--- src/rtl/serfifo_pkg.sv ---
package serfifo_pkg;
  typedef enum logic [2:0] {
    RA_DATA = 3'd0,
    RA_STAT = 3'd1,
    RA_MASK = 3'd2,
    RA_THR  = 3'd3,
    RA_LVL  = 3'd4
  } reg_addr_e;

  // status vector layout: two level bits, then the sticky fault bits
  localparam int NSRC = 7;
  localparam int NERR = 5;
  localparam int SB_TXREQ = 0;
  localparam int SB_RXREQ = 1;
  localparam int SB_TXUND = 2;
  localparam int SB_TXOVF = 3;
  localparam int SB_RXOVF = 4;
  localparam int SB_RXUND = 5;
  localparam int SB_FSYNC = 6;
  localparam int FIELD_HI = 8;  // bit offset of the upper count field
endpackage

--- src/rtl/serfifo_fifo.sv ---
module serfifo_fifo #(
  parameter int DW    = 16,
  parameter int DEPTH = 16,
  localparam int AW = $clog2(DEPTH),
  localparam int CW = $clog2(DEPTH + 1)
) (
  input  logic          clk,
  input  logic          rst_n,
  input  logic          push,
  input  logic [DW-1:0] din,
  input  logic          pop,
  output logic [DW-1:0] head,
  output logic [CW-1:0] count,
  output logic          full,
  output logic          empty
);
  logic [DW-1:0] mem [DEPTH];
  logic [AW-1:0] wptr_q, wptr_d, rptr_q, rptr_d;
  logic [CW-1:0] cnt_q, cnt_d;
  logic          do_push, do_pop;

  function automatic logic [AW-1:0] bump(input logic [AW-1:0] p);
    return (p == AW'(DEPTH - 1)) ? '0 : p + AW'(1);
  endfunction

  assign full    = (cnt_q == CW'(DEPTH));
  assign empty   = (cnt_q == '0);
  assign do_push = push & ~full;
  assign do_pop  = pop & ~empty;
  assign head    = mem[rptr_q];
  assign count   = cnt_q;

  always_comb begin
    wptr_d = do_push ? bump(wptr_q) : wptr_q;
    rptr_d = do_pop  ? bump(rptr_q) : rptr_q;
    cnt_d  = cnt_q + CW'(do_push) - CW'(do_pop);
  end

  always_ff @(posedge clk or negedge rst_n) begin
    if (!rst_n) begin
      wptr_q <= '0;
      rptr_q <= '0;
      cnt_q  <= '0;
    end else begin
      wptr_q <= wptr_d;
      rptr_q <= rptr_d;
      cnt_q  <= cnt_d;
    end
  end

  always_ff @(posedge clk) begin
    if (do_push) mem[wptr_q] <= din;
  end
endmodule

--- src/rtl/serfifo_reqflag.sv ---
module serfifo_reqflag (
  input  logic clk,
  input  logic rst_n,
  input  logic level,
  input  logic ack,
  output logic flag
);
  logic flag_q, flag_d;

  always_comb flag_d = level & ~ack;

  always_ff @(posedge clk or negedge rst_n) begin
    if (!rst_n) flag_q <= 1'b0;
    else        flag_q <= flag_d;
  end

  assign flag = flag_q;
endmodule

--- src/rtl/serfifo_slotctr.sv ---
module serfifo_slotctr #(
  parameter int FRAME_BITS = 16,
  localparam int SW = $clog2(FRAME_BITS)
) (
  input  logic          clk,
  input  logic          rst_n,
  input  logic          tick,
  input  logic          resync,
  output logic [SW-1:0] slot
);
  logic [SW-1:0] slot_q, slot_d;

  always_comb begin
    if (resync)                                slot_d = '0;
    else if (tick && slot_q == SW'(FRAME_BITS - 1)) slot_d = '0;
    else if (tick)                             slot_d = slot_q + SW'(1);
    else                                       slot_d = slot_q;
  end

  always_ff @(posedge clk or negedge rst_n) begin
    if (!rst_n) slot_q <= '0;
    else        slot_q <= slot_d;
  end

  assign slot = slot_q;
endmodule

--- src/rtl/serfifo_err_ctrl.sv ---
module serfifo_err_ctrl
  import serfifo_pkg::*;
#(
  parameter int DW         = 16,
  parameter int DEPTH      = 16,
  parameter int FRAME_BITS = 16
) (
  input  logic          clk,
  input  logic          rst_n,
  input  logic [2:0]    bus_addr,
  input  logic          bus_wr,
  input  logic          bus_rd,
  input  logic [DW-1:0] bus_wdata,
  output logic [DW-1:0] bus_rdata,
  input  logic          sh_tx_pop,
  output logic [DW-1:0] sh_tx_data,
  input  logic          sh_rx_push,
  input  logic [DW-1:0] sh_rx_data,
  input  logic          sh_tick,
  input  logic          sh_fserr,
  input  logic          tx_ack,
  input  logic          rx_ack,
  output logic          tx_dreq,
  output logic          rx_dreq,
  output logic          irq
);
  localparam int CW = $clog2(DEPTH + 1);
  localparam int SW = $clog2(FRAME_BITS);
  localparam int PADW = FIELD_HI - CW;

  logic          hit_data_wr, hit_data_rd, hit_stat_wr, hit_mask_wr, hit_thr_wr;
  logic [DW-1:0] tx_head, rx_head;
  logic [CW-1:0] tx_cnt, rx_cnt;
  logic          tx_full, tx_empty, rx_full, rx_empty;
  logic          lvl_tx, lvl_rx;
  logic [SW-1:0] slot_cnt;
  logic [NERR-1:0] err_q, err_d, err_set, err_clr;
  logic [NSRC-1:0] mask_q, mask_d, sts_all;
  logic [CW-1:0] thr_tx_q, thr_tx_d, thr_rx_q, thr_rx_d;
  logic [DW-1:0] rdata_q, rdata_d, last_rd_q, last_rd_d, txo_q, txo_d, rd_val;

  // ---- address decode
  assign hit_data_wr = bus_wr && (bus_addr == RA_DATA);
  assign hit_data_rd = bus_rd && (bus_addr == RA_DATA);
  assign hit_stat_wr = bus_wr && (bus_addr == RA_STAT);
  assign hit_mask_wr = bus_wr && (bus_addr == RA_MASK);
  assign hit_thr_wr  = bus_wr && (bus_addr == RA_THR);

  // ---- storage
  serfifo_fifo #(.DW(DW), .DEPTH(DEPTH)) u_txq (
    .clk(clk), .rst_n(rst_n), .push(hit_data_wr), .din(bus_wdata),
    .pop(sh_tx_pop), .head(tx_head), .count(tx_cnt), .full(tx_full), .empty(tx_empty)
  );

  serfifo_fifo #(.DW(DW), .DEPTH(DEPTH)) u_rxq (
    .clk(clk), .rst_n(rst_n), .push(sh_rx_push), .din(sh_rx_data),
    .pop(hit_data_rd), .head(rx_head), .count(rx_cnt), .full(rx_full), .empty(rx_empty)
  );

  // ---- level requests and their flags
  assign lvl_tx = (tx_cnt <= thr_tx_q);
  assign lvl_rx = (rx_cnt >= thr_rx_q);

  serfifo_reqflag u_txflag (
    .clk(clk), .rst_n(rst_n), .level(lvl_tx), .ack(tx_ack), .flag(tx_dreq)
  );
  serfifo_reqflag u_rxflag (
    .clk(clk), .rst_n(rst_n), .level(lvl_rx), .ack(rx_ack), .flag(rx_dreq)
  );

  // ---- frame slot counter
  serfifo_slotctr #(.FRAME_BITS(FRAME_BITS)) u_slot (
    .clk(clk), .rst_n(rst_n), .tick(sh_tick), .resync(sh_fserr), .slot(slot_cnt)
  );

  // ---- fault detection: judged on occupancy at the start of the cycle
  always_comb begin
    err_set[SB_TXUND - 2] = sh_tx_pop   & tx_empty;
    err_set[SB_TXOVF - 2] = hit_data_wr & tx_full;
    err_set[SB_RXOVF - 2] = sh_rx_push  & rx_full;
    err_set[SB_RXUND - 2] = hit_data_rd & rx_empty;
    err_set[SB_FSYNC - 2] = sh_fserr;
    err_clr = hit_stat_wr ? bus_wdata[SB_FSYNC:SB_TXUND] : '0;
  end

  assign sts_all = {err_q, lvl_rx, lvl_tx};
  assign irq     = |(sts_all & mask_q);

  // ---- read mux
  always_comb begin
    case (bus_addr)
      RA_DATA: rd_val = rx_empty ? last_rd_q : rx_head;
      RA_STAT: rd_val = DW'({slot_cnt, 1'b0, sts_all});
      RA_MASK: rd_val = DW'(mask_q);
      RA_THR:  rd_val = DW'({thr_rx_q, {PADW{1'b0}}, thr_tx_q});
      RA_LVL:  rd_val = DW'({rx_cnt, {PADW{1'b0}}, tx_cnt});
      default: rd_val = '0;
    endcase
  end

  // ---- next state
  always_comb begin
    err_d     = (err_q & ~err_clr) | err_set;
    mask_d    = hit_mask_wr ? bus_wdata[NSRC-1:0] : mask_q;
    thr_tx_d  = hit_thr_wr ? bus_wdata[CW-1:0] : thr_tx_q;
    thr_rx_d  = hit_thr_wr ? bus_wdata[FIELD_HI +: CW] : thr_rx_q;
    rdata_d   = bus_rd ? rd_val : rdata_q;
    last_rd_d = (hit_data_rd && !rx_empty) ? rx_head : last_rd_q;
    txo_d     = (sh_tx_pop && !tx_empty) ? tx_head : txo_q;
  end

  // ---- registers
  always_ff @(posedge clk or negedge rst_n) begin
    if (!rst_n) begin
      err_q     <= '0;
      mask_q    <= '0;
      thr_tx_q  <= CW'(DEPTH / 2);
      thr_rx_q  <= CW'(1);
      rdata_q   <= '0;
      last_rd_q <= '0;
      txo_q     <= '0;
    end else begin
      err_q     <= err_d;
      mask_q    <= mask_d;
      thr_tx_q  <= thr_tx_d;
      thr_rx_q  <= thr_rx_d;
      rdata_q   <= rdata_d;
      last_rd_q <= last_rd_d;
      txo_q     <= txo_d;
    end
  end

  assign bus_rdata  = rdata_q;
  assign sh_tx_data = txo_q;
endmodule

--- config.mk ---
export PLATFORM = sky130hd
export DESIGN_NAME = serfifo_err_ctrl
export DESIGN_NICKNAME = d
export VERILOG_FILES = /design/src/rtl/serfifo_pkg.sv /design/src/rtl/serfifo_fifo.sv /design/src/rtl/serfifo_reqflag.sv /design/src/rtl/serfifo_slotctr.sv /design/src/rtl/serfifo_err_ctrl.sv
export SDC_FILE = /design/constraint.sdc
export NUM_CORES = 1
export LEC_CHECK = 0
export CORE_ASPECT_RATIO = 0.5
export CORE_MARGIN = 2
export CORE_UTILIZATION = 30
export DETAILED_ROUTE_END_ITERATION = 16
export GPL_TIMING_DRIVEN = 1
export PLACE_DENSITY_LB_ADDON = 0.25
export SLEW_MARGIN = 25
export SYNTH_ARGS = -nofsm -noshare
export SYNTH_HDL_FRONTEND = slang
export SYNTH_SLANG_ARGS = --single-unit
--- constraint.sdc ---
create_clock -name clk -period 3.2 [get_ports clk]
set_input_delay 0.64 -clock clk [delete_from_list [all_inputs] [get_ports clk]]
set_output_delay 0.64 -clock clk [all_outputs]
set_load 0.005 [all_outputs]
# After elaboration in Yosys (flattened, before gate mapping)
# Memories as Yosys holds them, arrays and structs flattened. A register that Yosys moved wholly into a read port is not among the register bits.
# Cells that the tools add are included.
[word_totals]
latch_bits = 0
ramBits = 512
n_memories = 2
mem_bits_ro = 0
regBits = 86
output_inout_bits = 35
[memory_table]
columns = ["memory", "words", "width", "read_ports", "rd_clocked_by_memory_dff", "write_ports", "line_no", "rtl"]
rows = [
  ["u_rxq.mem", 16, 16, 1, 0, 1, "serfifo_fifo.sv:17", "logic [DW-1:0] mem [DEPTH];"],
  ["u_txq.mem", 16, 16, 1, 1, 1, "serfifo_fifo.sv:17", ""],
]
[op_classes]
eq_ne = 11
addsub = 9
div_mod_pow = 0
shift = 0
mul = 0
reduce_logical = 16
order_cmp = 2
n_mux = 14
bitwise_logic = 20
[op_table]
columns = ["operator", "count"]
rows = [
  ["$pmux W16 S5", 1],
  ["$mux W4", 7],
  ["$add A4 B1 Y4 const B", 5],
  ["$eq A4 B4 Y1 const B", 5],
  ["$mux W16", 1],
  ["$add A5 B1 Y5", 2],
  ["$and A1 B1 Y1", 10],
  ["$eq A5 B5 Y1 const B", 2],
  ["$logic_not A5 Y1", 2],
  ["$sub A5 B1 Y5", 2],
  ["$logic_and A1 B1 Y1", 8],
  ["$and A7 B7 Y7", 1],
  ["$reduce_or A7 Y1", 1],
  ["$eq A3 B2 Y1 const B", 2],
  ["$not A1 Y1", 6],
  ["$and A5 B5 Y5", 1],
  ["$ge A5 B5 Y1", 1],
  ["$le A5 B5 Y1", 1],
  ["$mux W5", 1],
  ["$not A5 Y5", 1],
  ["$or A5 B5 Y5", 1],
  ["$mux W1", 4],
  ["$eq A3 B1 Y1 const B", 1],
  ["$eq A3 B3 Y1 const B", 1],
  ["other kinds (3)", 5],
]

# Logic depth before layout (Yosys ltp)
[logic_depth]
word_depth = 6
ltp_mapped = 17
depth_no_buf = 15

# Cells and area by module
# From an unflattened synthesis, not the netlist that was laid out.
[hier_totals]
cells_unflattened = 1365
area_unflattened_um2 = 25157.9
[modules_own_cells]
columns = ["module", "cells_each", "n_inst", "area_each_um2"]
rows = [
  ["serfifo_fifo (u_rxq)", 523, 1, 10654.0],
  ["serfifo_fifo (u_txq)", 523, 1, 10650.2],
  ["serfifo_err_ctrl", 295, 1, 3578.4],
  ["serfifo_slotctr", 20, 1, 197.7],
  ["serfifo_reqflag", 2, 2, 38.8],
]

# Worst setup path after synthesis
# OpenSTA, ideal clock, no wires.
[synth_path]
kind = "flip-flop to flip-flop"
from = "register u_rxq.cnt_q[3], in the netlist u_rxq.count[3]"
to = "register u_rxq.cnt_q[4], in the netlist u_rxq.count[4]"
path_stages_with_launch = 18
t_required_ns = 3.075
arrival_time_ns = 2.813
synth_period_minus_slack_ns = 2.938
slack_ns = 0.262
path_cell_list = "dfrtp_1 > inv_1 > ha_1 > or4b_1 > buf_2 > nand2_2 > inv_2 > buf_6 > ha_1 > inv_1 > ha_1 > inv_1 > fa_1 > inv_1 > a21oi_1 > nor2_1 > nor2_1 > xnor2_1"
[synth_rtl]
columns = ["element", "line_no", "rtl"]
rows = [
  ["start, declared", "serfifo_fifo.sv:19", "logic [CW-1:0] cnt_q, cnt_d;"],
  ["start signal, assigned", "serfifo_fifo.sv:47", "cnt_q <= cnt_d;"],
  ["$logic_not A5 Y1", "serfifo_fifo.sv:27", "assign empty = (cnt_q == '0);"],
  ["$not A1 Y1", "serfifo_fifo.sv:29", "assign do_pop = pop & ~empty;"],
  ["$and A1 B1 Y1", "serfifo_fifo.sv:29", ""],
  ["via u_rxq.do_pop", "serfifo_fifo.sv:20", "logic do_push, do_pop;"],
  ["$sub A5 B1 Y5", "serfifo_fifo.sv:36", "cnt_d = cnt_q + CW'(do_push) - CW'(do_pop);"],
  ["via u_rxq.cnt_d[4]", "serfifo_fifo.sv:19", ""],
]
# The timed path passes the listed nets, and every way through them passes these cells.
# A chain may end at the register's enable or synchronous reset.

# Worst setup path after layout
[layout_path]
from = "register thr_rx_q[2]"
to = "output port irq"
[layout_via]
elab_chain_len = 3
[layout_rtl]
columns = ["element", "line_no", "rtl"]
rows = [
  ["start, declared", "serfifo_err_ctrl.sv:39", "logic [CW-1:0] thr_tx_q, thr_tx_d, thr_rx_q, thr_rx_d;"],
  ["start signal, assigned", "serfifo_err_ctrl.sv:126", "thr_rx_q <= thr_rx_d;"],
  ["$ge A5 B5 Y1", "serfifo_err_ctrl.sv:62", "assign lvl_rx = (rx_cnt >= thr_rx_q);"],
  ["$and A7 B7 Y7", "serfifo_err_ctrl.sv:87", "assign irq = |(sts_all & mask_q);"],
  ["$reduce_or A7 Y1", "serfifo_err_ctrl.sv:87", ""],
  ["end, declared", "serfifo_err_ctrl.sv:25", "output logic irq"],
]
# Every way passes these cells.

==> summary.md <==
| Metric | Value |
|---|---|
| Vias post-DR | `12580` |
| First-pass DRT Iterations | `5` |
| Initial DRC Count | `1015` |
| Core ar. | `82030 µm²` |
| Worst-Margin Slew | `0.8114 ns` |
| Layout cells sized above 1 | `0.2374` |
| Final worst-path cycle share | `0.9514` |
| CP arrival | `2.40 ns` |
| Worst path required time | `2.56 ns` |
| Top_reg_cell synth | `edfxtp_1` |
| Area growth syn-to-layout | `19.67%` |
| # diodes | `0` |
| GR Util All Layers | `0.1343` |
| Number of synthesized register bits | `614` |
| # clock sinks | `614` |
| Final Util | `0.3641` |
| Max-Slew Margin vs Limit | `0.4574` |
| Area after DPL | `27770 µm²` |
| DRC | `0` |
| Final hold vios | `0` |
| Cell Count, Final, Fillers Out | `2673` |
| Cell count after synthesis | `1352` |
| Die Wd | `411.9 µm` |
| Finished layout cell area | `29870 µm²` |
| Number of library cell types mapped by synthesis | `61` |
| Die Y | `207.9 µm` |
| MaxCap Viol Count | `0` |
| FFs w/ async S/R, synth | `0.1661` |
| Avg WL per Cell | `21.33 µm` |
| Mapped Nets | `1432` |
| First-pass GRT wire length | `slightly below 90 mm` |
| Full die area | `85650 µm²` |
| H-Tree Depth | `2` |
| Dpl cells | `~2600` |
| Layout Skew | `0.01894 ns` |
| CTS clk-pin slew, worst paths | `~0.06 ns` |
| Hpwl dp | `36.57 mm` |
| Pin count of the biggest net entering global routing | `45` |
| Initial Util | `0.3042` |
| Setup Viol. Count Final | `0` |
| Fmax | `328.5 MHz` |
| Maximum VDD drop | `between 0.3 and 0.4 mV` |
| LEAKAGE | `10.23 nW` |
| Synth warn | `0` |
| Post-Route WL | `57.01 mm` |
| # rows | `74` |
| Initial antenna violation count | `1` |
| Sequential fraction of the synthesis area | `0.7184` |
| Tmin final | `3.044 ns` |
| CTS Buf Count | `58` |
| NumNets Final | `1602` |
| Hold Crit Class | `reg -> reg` |
| Mapped Avg Cell Area | `18.46 µm²` |
| # port buffers | `approximately 80` |
| Vias in the first global route | `13380` |
| Outcome | `finished clean` |
| Clock Latency Late Sink | `between 0.6 and 0.7 ns` |
| TNS Setup | `0 ns` |
| GPL Wtd Cong | `roughly 0.74` |
| CTS tree | `yes` |
| CP Capture Type | `output pin` |
| IO Count | `80` |
| Critical path peak fanout | `2` |
| Number of synthesized flops with an enable pin | `512` |
| Kind of critical path | `reg -> out` |
| Root Driver | `clkbuf_16` |
| Overflow after GRT | `0` |
| Slew Limit Fails | `0` |
| Power density cells | `796.5 nW/µm²` |
| Critical Path Source Type | `flip-flop` |
| Clk buf depth | `3` |
| Syn Std Cell Area | `24960 µm²` |
| Via density | `4.705` |
| RSZ-0062 raised after global routing | `false` |
| Post-route ant nets | `0` |
==> logic make-up (layout without fill, tap and decap cells) <==
| family | after synthesis | after routing | share of synthesized area |
|---|---|---|---|
| compound gates | 177 | 177 | 0.04808 |
| buf+inv | 98 | 317 | 0.01985 |
| xor+xnor | 13 | 13 | 0.004562 |
| fa+ha+maj | 35 | 35 | 0.01815 |
| simple gates | 193 | 193 | 0.03830 |
| flops | 614 | 614 | 0.7184 |
| mux | 222 | 222 | 0.1526 |
==> cell usage in the layout (no fill, tap or decap), types with 11 or more instances in the layout <==
cell type | synthesis | final
edfxtp_1 | 512 | 512
mux2_2 | 30 | 30
nor2_2 | 0 | 12
a21oi_1 | 25 | 25
a21o_1 | 24 | 24
ha_1 | 33 | 32
nor2_1 | 29 | 17
nand2_1 | 71 | 71
nand3_1 | 25 | 24
dfrtp_1 | 100 | 94
bufinv_16 | 0 | 11
clkbuf_16 | 0 | 59
buf_12 | 2 | 22
clkinv_2 | 0 | 11
and2_1 | 16 | 16
a22o_1 | 16 | 16
mux2i_1 | 70 | 70
buf_4 | 4 | 72
nor2b_1 | 12 | 12
inv_1 | 33 | 33
o22ai_1 | 17 | 17
clkdlybuf4s50_1 | 0 | 77
mux4_2 | 110 | 110
o21ai_0 | 46 | 46
==> synth_stat cells (all sizes together) (2+ instances only) <==
cell / instances / area (µm²)
mux2: 32 / 367.9
o2bb2ai: 5 / 43.79
fa: 2 / 40.04
dfrtp: 100 / 2502
nand2b: 6 / 37.54
o21a: 3 / 22.52
ha: 33 / 412.9
nor3: 12 / 70.07
or3: 2 / 12.51
a22o: 16 / 140.1
dfstp: 2 / 52.55
o211ai: 5 / 37.54
a311oi: 2 / 17.52
o22ai: 17 / 106.4
edfxtp: 512 / 15370
xnor2: 10 / 87.58
nor3b: 4 / 35.03
nand2: 72 / 272.8
o21ai: 55 / 290.3
mux2i: 70 / 700.7
inv: 34 / 127.6
nand4: 2 / 12.51
and3: 6 / 37.54
nand3: 25 / 125.1
a21oi: 25 / 125.1
nor4b: 2 / 23.77
clkbuf: 13 / 48.80
mux4: 120 / 2740
a32oi: 5 / 43.79
and2: 17 / 108.9
a22oi: 9 / 67.56
a222oi: 3 / 30.03
xor2: 3 / 26.28
nor2b: 12 / 75.07
nor2: 29 / 108.9
o221ai: 5 / 68.82
a21o: 24 / 180.2
buf: 50 / 315.3
or4b: 2 / 20.02
==> power by group <==
part	switching (mW)	leakage, nW	internal (mW)
combinational	3.04	3.37	3.14
sequential	0.767	5.86	9.49
clock	2.99	0.997	4.36
==> metal layers <==
layer  part of all wire  wire length [µm]  GRT usage  up-vias
li1                   -                 -          -     5749
met1               0.46             26010     0.1825     6590
met2               0.49             28070     0.2251      176
met5                  0                 0          0        -
met3              0.033              1886    0.02208       61
met4              0.018              1045    0.03171        0
==> repair_timing <==
action | CTS | global route
buffers inserted | 2 | 2
resized for setup | 5 | 4
pin swaps | 2 | 2
gates cloned | 0 | 0
endpoints found under the setup margin | 1 | 1
hold endpoints to repair | 2 | 0
hold buffers | 1 | 0
==> final cells by class <==
type                            instances  area (µm²)
Fill cell                            7672       52170
Multi-Input combinational cell        640        6613
Sequential cell                       614       17940
Clock buffer                           73        1569
Clock inverter                         36       465.4
Timing Repair Buffer                  173        1767
Tap cell                             1102        1379
Inverter                               35       131.4
==> state kept, by name (all words and copies together), names as in the netlist <==
signal and cells:
u_rxq.mem 256, u_txq.mem 256, bus_rdata 16, last_rd_q 16, sh_tx_data 16, mask_q 7, err_q 5, thr_rx_q 5
thr_tx_q 5, u_rxq.count 5, u_txq.count 5, u_rxq.rptr_q 4, u_rxq.wptr_q 4, u_slot.slot 4, u_txq.rptr_q 4, u_txq.wptr_q 4
u_rxflag.flag 1, u_txflag.flag 1
==> worst max-delay path, cell delays in order, from the launching register on <==
cell     delay, ns
dfrtp_1       0.39
inv_1         0.09
ha_4          0.20
a21o_1        0.17
a21o_1        0.17
a211o_1       0.36
a22oi_2       0.15
nand3_2       0.10
buf_2         0.15
==> through the flow <==
stage,total power [mW],setup slack (ns),hold WS [ns]
final,23.79,0.1555,0.4752
after global routing,25.07,0.01443,0.4956
after CTS,24.15,0.006836,0.4794
after detailed placement,16.71,0.06717,0.4656
after global placement,16.68,0.04114,0.4608
after floorplan,14.45,0.2617,0.3444
==> worst paths after layout <==
kind	start	slack, ns	endpoint	cells past startpoint
min in group asynchronous	rst_n	0.54	sh_tx_data[14]	2
worst min-delay path	sh_tx_data[9]	0.48	sh_tx_data[9]	1
worst min register to register	sh_tx_data[9]	0.48	sh_tx_data[9]	1
worst max-delay path	thr_rx_q[2]	0.16	irq	8
worst max register to register	u_rxq.count[2]	0.16	u_rxq.count[4]	17
max in group asynchronous	rst_n	1.95	thr_rx_q[0]	3
Note: power is estimated with default switching activity, not from simulation.
